===== config.mk =====
export PLATFORM = sky130hd
export DESIGN_NAME = rst_delay_seq
export DESIGN_NICKNAME = d
export VERILOG_FILES = /design/src/rtl/rds_pkg.sv /design/src/rtl/rds_sync.sv /design/src/rtl/rds_delay_counter.sv /design/src/rtl/rds_seq_ctrl.sv /design/src/rtl/rst_delay_seq.sv
export SDC_FILE = /design/constraint.sdc
export NUM_CORES = 1
export LEC_CHECK = 0
export BUFFER_PORTS_ARGS = -buffer_cell sky130_fd_sc_hd__buf_4
export CAP_MARGIN = 20
export CORE_ASPECT_RATIO = 1.25
export CORE_MARGIN = 5
export CORE_UTILIZATION = 51
export CTS_CLUSTER_DIAMETER = 120
export DETAILED_ROUTE_END_ITERATION = 10
export PLACE_DENSITY = 0.7
export REMOVE_ABC_BUFFERS = 1
export SLEW_MARGIN = 40
export SYNTH_ARGS = -nofsm -noshare
export SYNTH_HDL_FRONTEND = slang
export SYNTH_HIERARCHICAL = 1
export SYNTH_SLANG_ARGS = --single-unit

===== constraint.sdc =====
create_clock -name tick_clk_i -period 2.1 [get_ports tick_clk_i]
set_input_delay 0.105 -clock tick_clk_i [delete_from_list [all_inputs] [get_ports tick_clk_i]]
set_output_delay 0.105 -clock tick_clk_i [all_outputs]
set_load 0.03 [all_outputs]

===== src/rtl/rds_pkg.sv =====
package rds_pkg;

    typedef enum logic [1:0] {
        OSC_XTAL_LOWPWR = 2'b00,
        OSC_XTAL_STD    = 2'b01,
        OSC_RC_INT      = 2'b10,
        OSC_RC_EXT      = 2'b11
    } osc_mode_e;

    typedef enum logic [1:0] {
        SEQ_WAIT_CLR = 2'b00,
        SEQ_COUNT    = 2'b01,
        SEQ_RUN      = 2'b10
    } seq_state_e;

    typedef struct packed {
        logic clr_low;
        logic wdog_take;
        logic asleep;
    } seq_evt_t;

    function automatic logic is_rc_mode(input osc_mode_e mode);
        return (mode == OSC_RC_INT) || (mode == OSC_RC_EXT);
    endfunction

    function automatic logic wants_long(input logic por_pending, input osc_mode_e mode);
        return por_pending || !is_rc_mode(mode);
    endfunction

endpackage


===== src/rtl/rds_sync.sv =====
module rds_sync #(
    parameter int unsigned STAGES = 2
) (
    input  logic clk_i,
    input  logic rst_i,
    input  logic d_i,
    output logic q_o
);
    logic [STAGES-1:0] stage_q;

    for (genvar g = 0; g < STAGES; g++) begin : g_stage
        if (g == 0) begin : g_first
            always_ff @(posedge clk_i) begin
                if (rst_i) stage_q[g] <= 1'b0;
                else       stage_q[g] <= d_i;
            end
        end else begin : g_next
            always_ff @(posedge clk_i) begin
                if (rst_i) stage_q[g] <= 1'b0;
                else       stage_q[g] <= stage_q[g-1];
            end
        end
    end

    assign q_o = stage_q[STAGES-1];
endmodule


===== src/rtl/rds_delay_counter.sv =====
module rds_delay_counter #(
    parameter int unsigned LONG_TICKS  = 4608,
    parameter int unsigned SHORT_TICKS = 77
) (
    input  logic clk_i,
    input  logic rst_i,
    input  logic load_i,
    input  logic use_long_i,
    output logic expire_o
);
    localparam int unsigned CW = $clog2(LONG_TICKS + 1);
    localparam logic [CW-1:0] LONG_V  = CW'(LONG_TICKS);
    localparam logic [CW-1:0] SHORT_V = CW'(SHORT_TICKS);
    localparam logic [CW-1:0] LAST_V  = CW'(1);

    logic [CW-1:0] cnt_q;

    always_ff @(posedge clk_i) begin
        if (rst_i) begin
            cnt_q <= '0;
        end else if (load_i) begin
            cnt_q <= use_long_i ? LONG_V : SHORT_V;
        end else if (cnt_q != '0) begin
            cnt_q <= cnt_q - LAST_V;
        end
    end

    // Final tick of the window: the controller leaves the count state here.
    assign expire_o = (cnt_q == LAST_V);
endmodule


===== src/rtl/rds_seq_ctrl.sv =====
module rds_seq_ctrl
    import rds_pkg::*;
(
    input  logic       clk_i,
    input  logic       rst_i,
    input  logic       clr_n_sync_i,
    input  logic       wdog_edge_i,
    input  logic       wdog_en_i,
    input  logic       sleep_i,
    input  logic [1:0] osc_mode_i,
    input  logic       expire_i,
    output logic       load_o,
    output logic       use_long_o,
    output logic       hold_o,
    output logic       tmo_flag_o,
    output logic       wake_o
);
    seq_state_e state_q, state_d;
    seq_evt_t   evt;
    logic       por_pend_q;
    logic       flag_q;
    logic       wake_q;

    always_comb begin
        evt.clr_low   = !clr_n_sync_i;
        evt.wdog_take = wdog_edge_i && wdog_en_i && clr_n_sync_i;
        evt.asleep    = sleep_i;
    end

    // Load on leaving the clear wait, or on any accepted watchdog edge.
    assign load_o     = ((state_q == SEQ_WAIT_CLR) && !evt.clr_low) || evt.wdog_take;
    assign use_long_o = wants_long(por_pend_q, osc_mode_e'(osc_mode_i));

    always_comb begin
        state_d = state_q;
        if (evt.clr_low) begin
            state_d = SEQ_WAIT_CLR;
        end else if (load_o) begin
            state_d = SEQ_COUNT;
        end else if ((state_q == SEQ_COUNT) && expire_i) begin
            state_d = SEQ_RUN;
        end
    end

    always_ff @(posedge clk_i) begin
        if (rst_i) begin
            state_q    <= SEQ_WAIT_CLR;
            por_pend_q <= 1'b1;
            flag_q     <= 1'b1;
            wake_q     <= 1'b0;
        end else begin
            state_q <= state_d;
            if ((state_q == SEQ_COUNT) && (state_d == SEQ_RUN)) begin
                por_pend_q <= 1'b0;
            end
            if (evt.clr_low) begin
                flag_q <= 1'b1;
            end else if (evt.wdog_take) begin
                flag_q <= 1'b0;
            end
            wake_q <= evt.wdog_take && evt.asleep;
        end
    end

    assign hold_o     = (state_q != SEQ_RUN);
    assign tmo_flag_o = flag_q;
    assign wake_o     = wake_q;
endmodule


===== src/rtl/rst_delay_seq.sv =====
module rst_delay_seq
    import rds_pkg::*;
#(
    parameter int unsigned LONG_TICKS  = 4608,
    parameter int unsigned SHORT_TICKS = 77,
    parameter int unsigned SYNC_STAGES = 2
) (
    input  logic       tick_clk_i,
    input  logic       por_i,
    input  logic       ext_clear_n_i,
    input  logic       wdog_expire_i,
    input  logic [1:0] osc_mode_i,
    input  logic       wdog_en_i,
    input  logic       sleep_i,
    output logic       core_rst_o,
    output logic       tmo_flag_o,
    output logic       wake_pulse_o
);
    logic clr_n_sync;
    logic wdog_sync;
    logic wdog_last_q;
    logic wdog_edge;
    logic load;
    logic use_long;
    logic expire;
    logic hold;

    rds_sync #(.STAGES(SYNC_STAGES)) i_clr_sync (
        .clk_i (tick_clk_i),
        .rst_i (por_i),
        .d_i   (ext_clear_n_i),
        .q_o   (clr_n_sync)
    );

    rds_sync #(.STAGES(SYNC_STAGES)) i_wdog_sync (
        .clk_i (tick_clk_i),
        .rst_i (por_i),
        .d_i   (wdog_expire_i),
        .q_o   (wdog_sync)
    );

    always_ff @(posedge tick_clk_i) begin
        if (por_i) wdog_last_q <= 1'b0;
        else       wdog_last_q <= wdog_sync;
    end

    assign wdog_edge = wdog_sync && !wdog_last_q;

    rds_delay_counter #(
        .LONG_TICKS  (LONG_TICKS),
        .SHORT_TICKS (SHORT_TICKS)
    ) i_counter (
        .clk_i      (tick_clk_i),
        .rst_i      (por_i),
        .load_i     (load),
        .use_long_i (use_long),
        .expire_o   (expire)
    );

    rds_seq_ctrl i_ctrl (
        .clk_i        (tick_clk_i),
        .rst_i        (por_i),
        .clr_n_sync_i (clr_n_sync),
        .wdog_edge_i  (wdog_edge),
        .wdog_en_i    (wdog_en_i),
        .sleep_i      (sleep_i),
        .osc_mode_i   (osc_mode_i),
        .expire_i     (expire),
        .load_o       (load),
        .use_long_o   (use_long),
        .hold_o       (hold),
        .tmo_flag_o   (tmo_flag_o),
        .wake_o       (wake_pulse_o)
    );

    // Power-on asserts reset at once; release only through the registered hold.
    assign core_rst_o = por_i | hold;
endmodule


==> results.yml <==
outcome:
  status: "complete, no violations"
yosys:
  yosysUniqueCellTypes: 41
  avgSynthCellArea_um2: 9.17
  yosys_warnings: 6
  ys_seq_elements: 23
  syn-instance-count: 120
  synth_top_area_share_pct: 41.9
  synthTopCellsByArea: "dfxtp_1, ha_1, nor2b_1, or4_1, a21oi_1"
  netlist_area_mm2: 0.00110
  synth_largest_area_cell: "dfxtp_1"
  seq_area_frac_synth_pct: 41.9
routing:
  drc: 0
  drt_wl_total_um: 2160
  dr_total_vias: 957
  postRouteAntennaNets: 0
  viasPerCell: 6.21
  drtIter0Drc: 29
  wl_per_cell_um: 14.0
  dr.pass1.iters: 4
place:
  pre_cts_slack_ps: 197
  postPlaceCellArea_mm2: 0.00120
  finalWeightedCongestion: 0.872
  hpwl_um: 1620
  io_buffer_count: 9
setup_path:
  reg2reg_depth: 6
  cp_slowest_stage_delay_ps: 470
  startpoint: "i_wdog_sync/q_o"
  crit_fanout: 3
  r2r-end: "i_counter/cnt_q[6]"
  crit_cells: 6
  timing.reg2reg.setup_slack_ps: 180
  r2r_start: "i_wdog_sync/q_o"
  cp.arrival_ps: 2160
  critPathRequiredTime_ps: 2340
  cp_cell_sequence: "nor2b_1 > and2_1 > o21a_1 > or2_2 > or4_1 > o311ai_1"
  startpoint_type: "flop"
  slowest_stage: "or4_1"
  criticalPathCategory: "flop to flop"
  crit_end: "i_counter/cnt_q[6]"
  cp_top_family: "simple AND/OR/NAND/NOR gates"
  cp_num_buf_inv: 0
  critPathCaptureType: "flop"
global_route:
  first_global_vias: 861
  grt_max_degree: 17
  antenna_found_initial: 0
  grt_pass1_wl_um: 3620
  grt_usage_pct: 15.3
  globalRouteOverflowTotal: 0
timing:
  period_needed_ps: 1920
  fin_skew_ps: 13.2
  setup_slack_ps: 175
  slew-limit-headroom_pct: 64.2
  rsz0062_at_grt: "no"
  slew_viol_final: 0
  period_share_pct: 91.6
  worst_pin_slew_ps: 536
  tns_ps: 0
  setup_violations: 0
  final_hold_viol_count: 0
  holdWs_ps: 18.1
  fmax_ghz: 0.520
clock_tree:
  clk_pin_slew_ps: 130
  cts_buffer_depth: 2
  cts_tree: "done"
  clock-sinks: 23
  clockRootBuffer: "clkbuf_4"
  numCtsBuffers: 3
  clk_latency_ps: 320
  cts_max_level: 1
worst_hold_path:
  hp-class: "primary input to flop"
  whs_path_depth: 2
cells_and_area:
  fin_area_mm2: 0.00125
  drive_gt1_share_pct: 17.9
  final_nets: 146
  n_antenna_cell: 0
  syn_to_final_growth_pct: 13.5
die:
  start_util_pct: 54.3
  die-area_mm2: 0.00319
  coreArea_mm2: 0.00203
  die_h_um: 61.9
  ioPinCount: 11
  num_rows: 18
  die-width_um: 51.5
power_and_ir_drop:
  cellLeakagePower_nw: 0.492
  vdd_drop_max_mv: 0.710
  power_density_mw_per_mm2: 1460
  total_power_w: 0.00182
job:
  timing.max_cap.violations: 0
synth_stat cells:
library cell,instances
and3b_1,1
nand4b_1,1
o31a_1,2
a21oi_1,7
and3_1,2
or3_1,3
or2_1,1
nor4_1,4
o31ai_2,1
nor3_1,4
o31ai_1,1
a31oi_1,1
nor4b_2,1
and2b_2,1
and2_1,1
or3b_1,1
ha_1,3
nand2b_1,2
o21a_1,3
nand3_1,1
o311ai_1,1
or2_2,2
o21ai_0,6
a2111oi_2,1
or4_1,5
clkbuf_1,3
nand2_1,3
a221oi_1,1
dfxtp_1,23
a21o_1,2
a211oi_1,2
nor4b_1,1
inv_1,5
o41ai_1,2
xnor2_1,3
nor2_1,7
nor2b_2,1
nand3b_1,1
buf_2,2
nor2b_1,6
o311ai_0,2
kinds of logic (layout without fill, tap and decap cells):
kind of cell / count (synthesis) / in the layout / synth area share [%]
AO/OA/AOI/OAI: 32 / 32 / 20.8
adder cells (fa/ha/maj): 3 / 3 / 3.41
flip-flops: 23 / 23 / 41.9
buffers and inverters: 10 / 24 / 3.64
AND/OR/NAND/NOR: 49 / 49 / 27.9
XOR/XNOR: 3 / 3 / 2.39
state kept, by name (all words and copies together) (netlist names):
name,count
i_counter/cnt_q,13
i_clr_sync/stage_q,1
i_ctrl/state_q,2
wdog_last_q,1
i_ctrl/por_pend_q,1
i_clr_sync/q_o,1
i_wdog_sync/stage_q,1
i_ctrl/tmo_flag_o,1
i_ctrl/wake_o,1
i_wdog_sync/q_o,1
layout make-up:
type	instances	area, um2
multi-input cells	87	599
clock inverters	1	5.00
fillers	172	778
well taps	20	25.0
repair buffers	15	118
inverters	5	18.8
clock buffers	3	22.5
flip-flops and latches	23	460
through the flow:
| stage | utilization, % | std cells |
|---|---|---|
| after CTS | 61.6 | 154 |
| after global routing | 61.6 | 154 |
| after floorplan | - | 115 |
| final | 61.6 | 154 |
| after detailed placement | 59.3 | 148 |
| after global placement | 59.3 | 148 |
metal layers:
layer  routed length (um)  global-route usage (%)  share of wire, %  vias to the layer above
li1                     -                       -                 -                      470
met1                  874                    16.1                40                      450
met2                 1130                    28.2                52                       30
met3                   96                    3.10               4.4                        7
met4                   59                    9.36               2.7                        0
met5                    0                       0                 0                        -
cells in the final DEF, fill, tap and decap left out, types with 3 or more instances in the layout:
| cell | instances |
|---|---|
| o21ai_0 | 6 |
| clkbuf_4 | 3 |
| ha_1 | 3 |
| nand2_1 | 3 |
| inv_1 | 5 |
| xnor2_1 | 3 |
| nor3_1 | 4 |
| nor2b_1 | 6 |
| nor4_1 | 4 |
| dfxtp_1 | 23 |
| or3_1 | 3 |
| buf_4 | 13 |
| or4_1 | 5 |
| a21oi_1 | 7 |
| nor2_1 | 7 |
| o21a_1 | 3 |
worst reg2reg max path: cells and delay by family, from the launching register on:
family,cells,cell delay [ps]
DFF,1,330
and+or+nand+nor,4,1100
AOI/OAI and AO/OA,2,420
repair_timing:
action / CTS / global route
hold endpoints to repair: 2 / 0
hold buffers: 2 / 0
endpoints found under the setup margin: 0 / 0
gates resized for setup: 0 / 0
setup buffers: 0 / 0
worst min-delay path by stage:
stage	startpoint	end	slack, ps
after CTS	sleep_i	i_ctrl/wake_o	10
after floorplan	por_i	i_clr_sync/q_o	180
after global routing	sleep_i	i_ctrl/wake_o	20
after detailed placement	ext_clear_n_i	i_clr_sync/stage_q[0]	320
final	sleep_i	i_ctrl/wake_o	20
after global placement	ext_clear_n_i	i_clr_sync/stage_q[0]	320
power breakdown:
part	total (W)	leakage (nW)	switching, W	internal [W]
Clock	0.000204	0.0177	0.000133	0.0000713
Sequential	0.000693	0.189	0.000133	0.000559
Combinational	0.000922	0.286	0.000511	0.000412
Note: power is estimated with default switching activity, not from simulation.
